## config.mk

```make
export PLATFORM = sky130hd
export DESIGN_NAME = audio_fsync_gen
export DESIGN_NICKNAME = d
export VERILOG_FILES = /design/src/rtl/afs_pkg.sv /design/src/rtl/afs_cfg_hold.sv /design/src/rtl/afs_bitdiv.sv /design/src/rtl/afs_framer.sv /design/src/rtl/audio_fsync_gen.sv
export SDC_FILE = /design/constraint.sdc
export NUM_CORES = 1
export LEC_CHECK = 0
export BUFFER_PORTS_ARGS = -buffer_cell sky130_fd_sc_hd__buf_4
export CORE_UTILIZATION = 65
export CTS_BUF_LIST = sky130_fd_sc_hd__clkbuf_8
export CTS_CLUSTER_DIAMETER = 40
export DETAILED_ROUTE_END_ITERATION = 10
export PLACE_DENSITY = 0.84
export SLEW_MARGIN = 20
export SYNTH_ARGS = -nofsm -noshare
export SYNTH_HDL_FRONTEND = slang
export SYNTH_SLANG_ARGS = --single-unit
export TNS_END_PERCENT = 100
```

## constraint.sdc

```tcl
create_clock -name clk -period 11.1 [get_ports clk]
set_clock_uncertainty 0.2 [all_clocks]
set_input_delay 2.22 -clock clk [delete_from_list [all_inputs] [get_ports clk]]
set_output_delay 2.22 -clock clk [all_outputs]
set_load 0.03 [all_outputs]
```

## src/rtl/afs_pkg.sv

```systemverilog
package afs_pkg;
  typedef enum logic {
    MODE_I2S = 1'b0,
    MODE_DSP = 1'b1
  } afs_mode_e;
endpackage

```

## src/rtl/afs_cfg_hold.sv

```systemverilog
module afs_cfg_hold #(
  parameter int DIV_W = 8,
  parameter int WL_W  = 6,
  localparam int BW   = WL_W + 1
) (
  input  logic             clk,
  input  logic             rst,
  input  logic             run,
  input  logic [DIV_W-1:0] div_m1,
  input  logic [WL_W-1:0]  word_len,
  input  logic             mode_sel,
  output logic [DIV_W-1:0] rm1_o,
  output logic [DIV_W-1:0] half_o,
  output logic [BW-1:0]    per_m1_o,
  output logic [BW-1:0]    wid_o
);
  import afs_pkg::*;

  logic [DIV_W-1:0] rm1_l, half_l, rm1_q, half_q;
  logic [DIV_W:0]   half_wide;
  logic [BW-1:0]    per_l, wid_l, per_q, wid_q;
  afs_mode_e        mode_l;

  always_comb begin
    mode_l    = afs_mode_e'(mode_sel);
    rm1_l     = (div_m1 == '0) ? DIV_W'(1) : div_m1;
    half_wide = ({1'b0, rm1_l} + (DIV_W+1)'(2)) >> 1;
    half_l    = half_wide[DIV_W-1:0];
    per_l     = {word_len, 1'b0} - BW'(1);
    wid_l     = (mode_l == MODE_DSP) ? '0 : ({1'b0, word_len} - BW'(1));
  end

  always_ff @(posedge clk) begin
    if (rst) begin
      rm1_q  <= DIV_W'(1);
      half_q <= DIV_W'(1);
      per_q  <= '0;
      wid_q  <= '0;
    end else if (!run) begin
      rm1_q  <= rm1_l;
      half_q <= half_l;
      per_q  <= per_l;
      wid_q  <= wid_l;
    end
  end

  assign rm1_o    = run ? rm1_q  : rm1_l;
  assign half_o   = run ? half_q : half_l;
  assign per_m1_o = run ? per_q  : per_l;
  assign wid_o    = run ? wid_q  : wid_l;

  a_r9_cfg_frozen: assert property (@(posedge clk) disable iff (rst)
    (run && $past(run)) |-> ($stable(rm1_o) && $stable(per_m1_o) && $stable(wid_o)));
endmodule

```

## src/rtl/afs_bitdiv.sv

```systemverilog
module afs_bitdiv #(
  parameter int DIV_W = 8
) (
  input  logic             clk,
  input  logic             rst,
  input  logic             start,
  input  logic             stop,
  input  logic             run,
  input  logic [DIV_W-1:0] rm1,
  input  logic [DIV_W-1:0] half,
  output logic             bit_end,
  output logic             bclk
);
  logic [DIV_W-1:0] cnt, cnt_n;

  assign bit_end = run && (cnt == rm1);
  assign cnt_n   = bit_end ? '0 : cnt + DIV_W'(1);

  always_ff @(posedge clk) begin
    if (rst) begin
      cnt  <= '0;
      bclk <= 1'b0;
    end else if (start) begin
      cnt  <= '0;
      bclk <= 1'b1;
    end else if (stop) begin
      cnt  <= '0;
      bclk <= 1'b0;
    end else if (run) begin
      cnt  <= cnt_n;
      bclk <= (cnt_n < half);
    end
  end

  a_r2_cnt_range: assert property (@(posedge clk) disable iff (rst)
    run |-> (cnt <= rm1));
endmodule

```

## src/rtl/afs_framer.sv

```systemverilog
module afs_framer #(
  parameter int WL_W = 6,
  localparam int BW  = WL_W + 1
) (
  input  logic          clk,
  input  logic          rst,
  input  logic          start,
  input  logic          stop,
  input  logic          run,
  input  logic          bit_end,
  input  logic [BW-1:0] per_m1,
  input  logic [BW-1:0] wid,
  output logic          frame_end,
  output logic          fsync,
  output logic          frame_start
);
  logic [BW-1:0] bitn, bit_n;
  logic          last_bit;

  assign last_bit  = (bitn == per_m1);
  assign frame_end = run && bit_end && last_bit;
  assign bit_n     = last_bit ? '0 : bitn + BW'(1);

  always_ff @(posedge clk) begin
    if (rst) begin
      bitn        <= '0;
      fsync       <= 1'b0;
      frame_start <= 1'b0;
    end else if (start) begin
      bitn        <= '0;
      fsync       <= 1'b1;
      frame_start <= 1'b1;
    end else if (stop) begin
      bitn        <= '0;
      fsync       <= 1'b0;
      frame_start <= 1'b0;
    end else if (run && bit_end) begin
      bitn        <= bit_n;
      fsync       <= (bit_n <= wid);
      frame_start <= (bit_n == '0);
    end else begin
      frame_start <= 1'b0;
    end
  end

  a_r3_bit_range: assert property (@(posedge clk) disable iff (rst)
    run |-> (bitn <= per_m1));
endmodule

```

## src/rtl/audio_fsync_gen.sv

```systemverilog
module audio_fsync_gen #(
  parameter int DIV_W = 8,
  parameter int WL_W  = 6,
  localparam int BW   = WL_W + 1
) (
  input  logic             clk,
  input  logic             rst,
  input  logic             enable,
  input  logic             master,
  input  logic             mode_sel,
  input  logic [DIV_W-1:0] div_m1,
  input  logic [WL_W-1:0]  word_len,
  output logic             bclk,
  output logic             fsync,
  output logic             frame_start
);
  logic             run, start, stop, bit_end, frame_end;
  logic [DIV_W-1:0] rm1, half;
  logic [BW-1:0]    per_m1, wid;

  assign start = !run && enable && master;
  assign stop  = frame_end && !enable;

  always_ff @(posedge clk) begin
    if (rst)        run <= 1'b0;
    else if (start) run <= 1'b1;
    else if (stop)  run <= 1'b0;
  end

  afs_cfg_hold #(.DIV_W(DIV_W), .WL_W(WL_W)) u_cfg (
    .clk(clk), .rst(rst), .run(run), .div_m1(div_m1), .word_len(word_len),
    .mode_sel(mode_sel), .rm1_o(rm1), .half_o(half), .per_m1_o(per_m1), .wid_o(wid)
  );

  afs_bitdiv #(.DIV_W(DIV_W)) u_div (
    .clk(clk), .rst(rst), .start(start), .stop(stop), .run(run),
    .rm1(rm1), .half(half), .bit_end(bit_end), .bclk(bclk)
  );

  afs_framer #(.WL_W(WL_W)) u_frm (
    .clk(clk), .rst(rst), .start(start), .stop(stop), .run(run),
    .bit_end(bit_end), .per_m1(per_m1), .wid(wid), .frame_end(frame_end),
    .fsync(fsync), .frame_start(frame_start)
  );

  a_r1_idle_parked: assert property (@(posedge clk) disable iff (rst)
    !run |-> (!bclk && !fsync && !frame_start));
  a_r6_slave_idle: assert property (@(posedge clk) disable iff (rst)
    (!run && !master) |=> !run);
  a_r8_stop_at_boundary: assert property (@(posedge clk) disable iff (rst)
    (run && !frame_end) |=> run);
  a_r3_strobe_aligned: assert property (@(posedge clk) disable iff (rst)
    frame_start |-> (bclk && fsync));
  a_r10_sync_on_rise: assert property (@(posedge clk) disable iff (rst)
    (run && $past(run) && (fsync != $past(fsync))) |-> (bclk && !$past(bclk)));
endmodule

```

==> impl_metrics.py <==
metrics = {
    "yosys": {
        "synth_area_leaders": "dfxtp_1 31%, ha_1 7.2%, nor2_1 6.4%",
        "ys_warn_count": 0,
        "ys_seq_elements": 49,
        "synth-async-reset-ratio": 0,
        "syn-num-nets": 417,
        "synth_top_area_frac": 0.313,
        "synth_area_um2": 3130,
        "synth_edf_count": 0,
        "synthFlopType": "dfxtp_1",
        "yosysUniqueCellTypes": 58,
        "netlist_instances": 380,
        "yosysSeqAreaShare": 0.313,
        "synth_top_area_cell": "dfxtp_1",
        "syn_avg_cell_area_um2": 8.24,
    },
    "power_and_ir_drop": {
        "sw_frac_of_total": 0.291,
        "vdd_ir_drop_max_uv": 67.2,
        "pwr-share-clk": 0.308,
        "leakage_nw": 1.35,
        "power_w": 0.000383,
        "p_int_w": 0.000271,
        "seqPwrFrac": 0.500,
        "power_density_nw_per_um2": 114,
        "p_sw_w": 0.000111,
        "p_comb_frac": 0.192,
    },
    "cts": {
        "cts_buffers": 5,
        "clock_latency_ns": 0.31,
        "cts.path.max_buffers": 2,
        "clk_pin_slew_ns": 0.09,
        "root_buffer": "clkbuf_8",
        "ctsResizeCount": 0,
        "hold_buffers": 0,
        "cts.sinks": 49,
        "htreeDepth": 2,
        "cts_setup_buffers": 0,
        "cts_tree": "built",
    },
    "setup_path": {
        "crit_path_end_kind": "flip-flop",
        "r2r_start": "run",
        "critPathKind": "in2reg",
        "critPathLaunchType": "input port",
        "crit_path_end": "u_frm.fsync",
        "r2r_cells": 11,
        "critPathRequiredTime_ns": 11.14,
        "rrSetupSlack_ns": 6.95,
        "worst-path-max-fanout": 17,
        "r2r_end": "u_div.bclk",
        "crit_start": "word_len[0]",
        "crit_arrival_ns": 5.62,
    },
    "status": {
        "violations": "design-rule violations",
        "status": "finished with violations",
    },
    "global_route": {
        "grt_pass1_wl_um": 12200,
        "overflow": 0,
        "grt_max_degree": 34,
        "grt.total_usage": 0.308,
        "grt_pass1_vias": 2497,
        "antenna_found_initial": 0,
    },
    "layout": {
        "fin_nets": 423,
        "final_layout_size_suffix_gt1_frac": 0.119,
        "mostFrequentLayoutCell": "nor2_1",
        "antenna_cells": 0,
        "area_growth_pct": 7.11,
        "fin_area_um2": 3350,
        "final_cell_mix": "53 x nor2_1, 48 x dfxtp_1, 23 x a21oi_1, 23 x buf_4",
        "nFillCells": 366,
    },
    "sta": {
        "slew_headroom": 0.482,
        "maxSlewViolCount": 0,
        "rsz0062_at_grt": "no",
        "hold_viol": 0,
        "tightest_slew_ns": 0.776,
        "clock.fmax_mhz": 179,
        "hold_ws_ns": 0.301,
        "setup_violations": 0,
        "period_needed_ns": 5.59,
        "setup_ws_ns": 5.51,
        "setup_tns_ns": 0,
        "timing.final.crit_share": 0.503,
    },
    "detailed_routing": {
        "avgRoutedWirePerCell_um": 16.9,
        "via_per_inst": 6.55,
        "drt.antenna.violating_nets": 0,
        "finalWirelength_um": 7420,
        "drc": 1,
        "drt_pass1_iterations": 9,
        "via_count": 2874,
        "initialDrtViolationCount": 314,
    },
    "placement": {
        "pre_cts_ws_ns": 5.22,
        "post_dp_cell_area_um2": 3250,
        "port-buffer-count": 21,
        "dp_hpwl_um": 5310,
        "gp_congestion": 0.906,
    },
    "die": {
        "rows": 24,
        "dieArea_um2": 5100,
        "die-height_um": 71.4,
        "core-area_um2": 4500,
        "die_x_um": 71.4,
        "start_util": 0.695,
        "io_pins": 22,
    },
    "run": {
        "max-cap-violations": 0,
    },
    "hold_path": {
        "hold_path_class": "reg2reg",
    },
}
==> cells by family after synthesis <==
family | Yosys count | synth area share
AND/OR/NAND/NOR | 143 | 0.227
AO/OA/AOI/OAI | 88 | 0.199
flip-flops | 49 | 0.313
buffers and inverters | 36 | 0.0519
XOR/XNOR | 30 | 0.0839
adder cells (fa/ha/maj) | 19 | 0.0751
multiplexers | 15 | 0.0499
==> critical path, cell delays in order <==
cell	delay [ns]
buf_4	0.13
inv_1	0.06
ha_1	0.19
or3b_2	0.51
maj3_1	0.36
a211oi_1	0.23
nor2_1	0.09
buf_4	0.21
nor2_2	0.22
nor2_1	0.09
ha_1	0.32
a2111oi_0	0.43
a21oi_1	0.13
or3_1	0.32
o22ai_1	0.11
==> how the worst min path moves through the flow <==
stage,from,to,slack (ns),cells past startpoint
after CTS,u_cfg.half_q[2],u_cfg.half_q[2],0.31,2
after global routing,u_cfg.half_q[2],u_cfg.half_q[2],0.32,2
after floorplan,u_cfg.half_q[0],u_cfg.half_q[0],0.24,2
after global placement,u_cfg.half_q[4],u_cfg.half_q[4],0.27,2
after detailed placement,u_cfg.half_q[2],u_cfg.half_q[2],0.28,2
final,u_cfg.wid_q[6],u_cfg.wid_q[6],0.30,2
==> per-layer routing <==
metal | track usage | wire, µm | vias up
li1 | - | - | 1382
met4 | 0.0756 | 63 | 0
met1 | 0.479 | 3560 | 1364
met2 | 0.442 | 3230 | 120
met5 | 0 | 0 | -
met3 | 0.0464 | 560 | 8
==> cells in the mapped netlist, types with 4 or more instances <==
| library cell | count |
|---|---|
| and3_1 | 6 |
| or4_1 | 5 |
| o211ai_1 | 10 |
| nor3_1 | 10 |
| a31oi_1 | 7 |
| buf_2 | 4 |
| nor4_1 | 6 |
| a22oi_1 | 6 |
| xnor2_1 | 16 |
| nand3_1 | 19 |
| a21oi_1 | 23 |
| dfxtp_1 | 49 |
| clkbuf_1 | 10 |
| buf_1 | 6 |
| nand2_1 | 19 |
| nor2_1 | 53 |
| o21ai_0 | 11 |
| ha_1 | 18 |
| nor2b_1 | 5 |
| xor2_1 | 14 |
| inv_1 | 12 |
| mux2i_1 | 13 |
==> metrics by stage <==
| stage | std cells | util |
|---|---|---|
| floorplan | 380 | - |
| global placement | 431 | 0.722 |
| detailed placement | 431 | 0.722 |
| CTS | 439 | 0.745 |
| global route | 439 | 0.745 |
| finish | 439 | 0.745 |
==> power by group through the flow <==
stage	registers [W]	clock network (W)	logic [W]
6_report	0.000192	0.000118	0.0000734
5_1_grt	0.000193	0.000127	0.0000802
4_1_cts	0.000192	0.000119	0.0000724
3_5_place_dp	0.000196	0	0.0000718
3_3_place_gp	0.000195	0	0.0000698
2_1_floorplan	0.000194	0	0.0000518
==> flip-flops by register name, summed over array words and instances (netlist names) <==
name,cells
run,1
u_div.cnt,8
u_frm.fsync,1
u_div.bclk,1
u_cfg.rm1_q,8
u_cfg.half_q,8
u_frm.bitn,7
u_frm.frame_start,1
u_cfg.per_q,7
u_cfg.wid_q,7
==> layout make-up <==
type	instances	area (µm²)	share of cell area
inverter	12	45.0	0.0134
timing repair buffer	23	173	0.0515
sequential	49	982	0.293
multi-input combinational	295	1990	0.593
tap	52	65.1	0.0194
clock inverter	1	5.00	0.00149
clock buffer	7	96.3	0.0287
(Power assumes the default switching activity.)
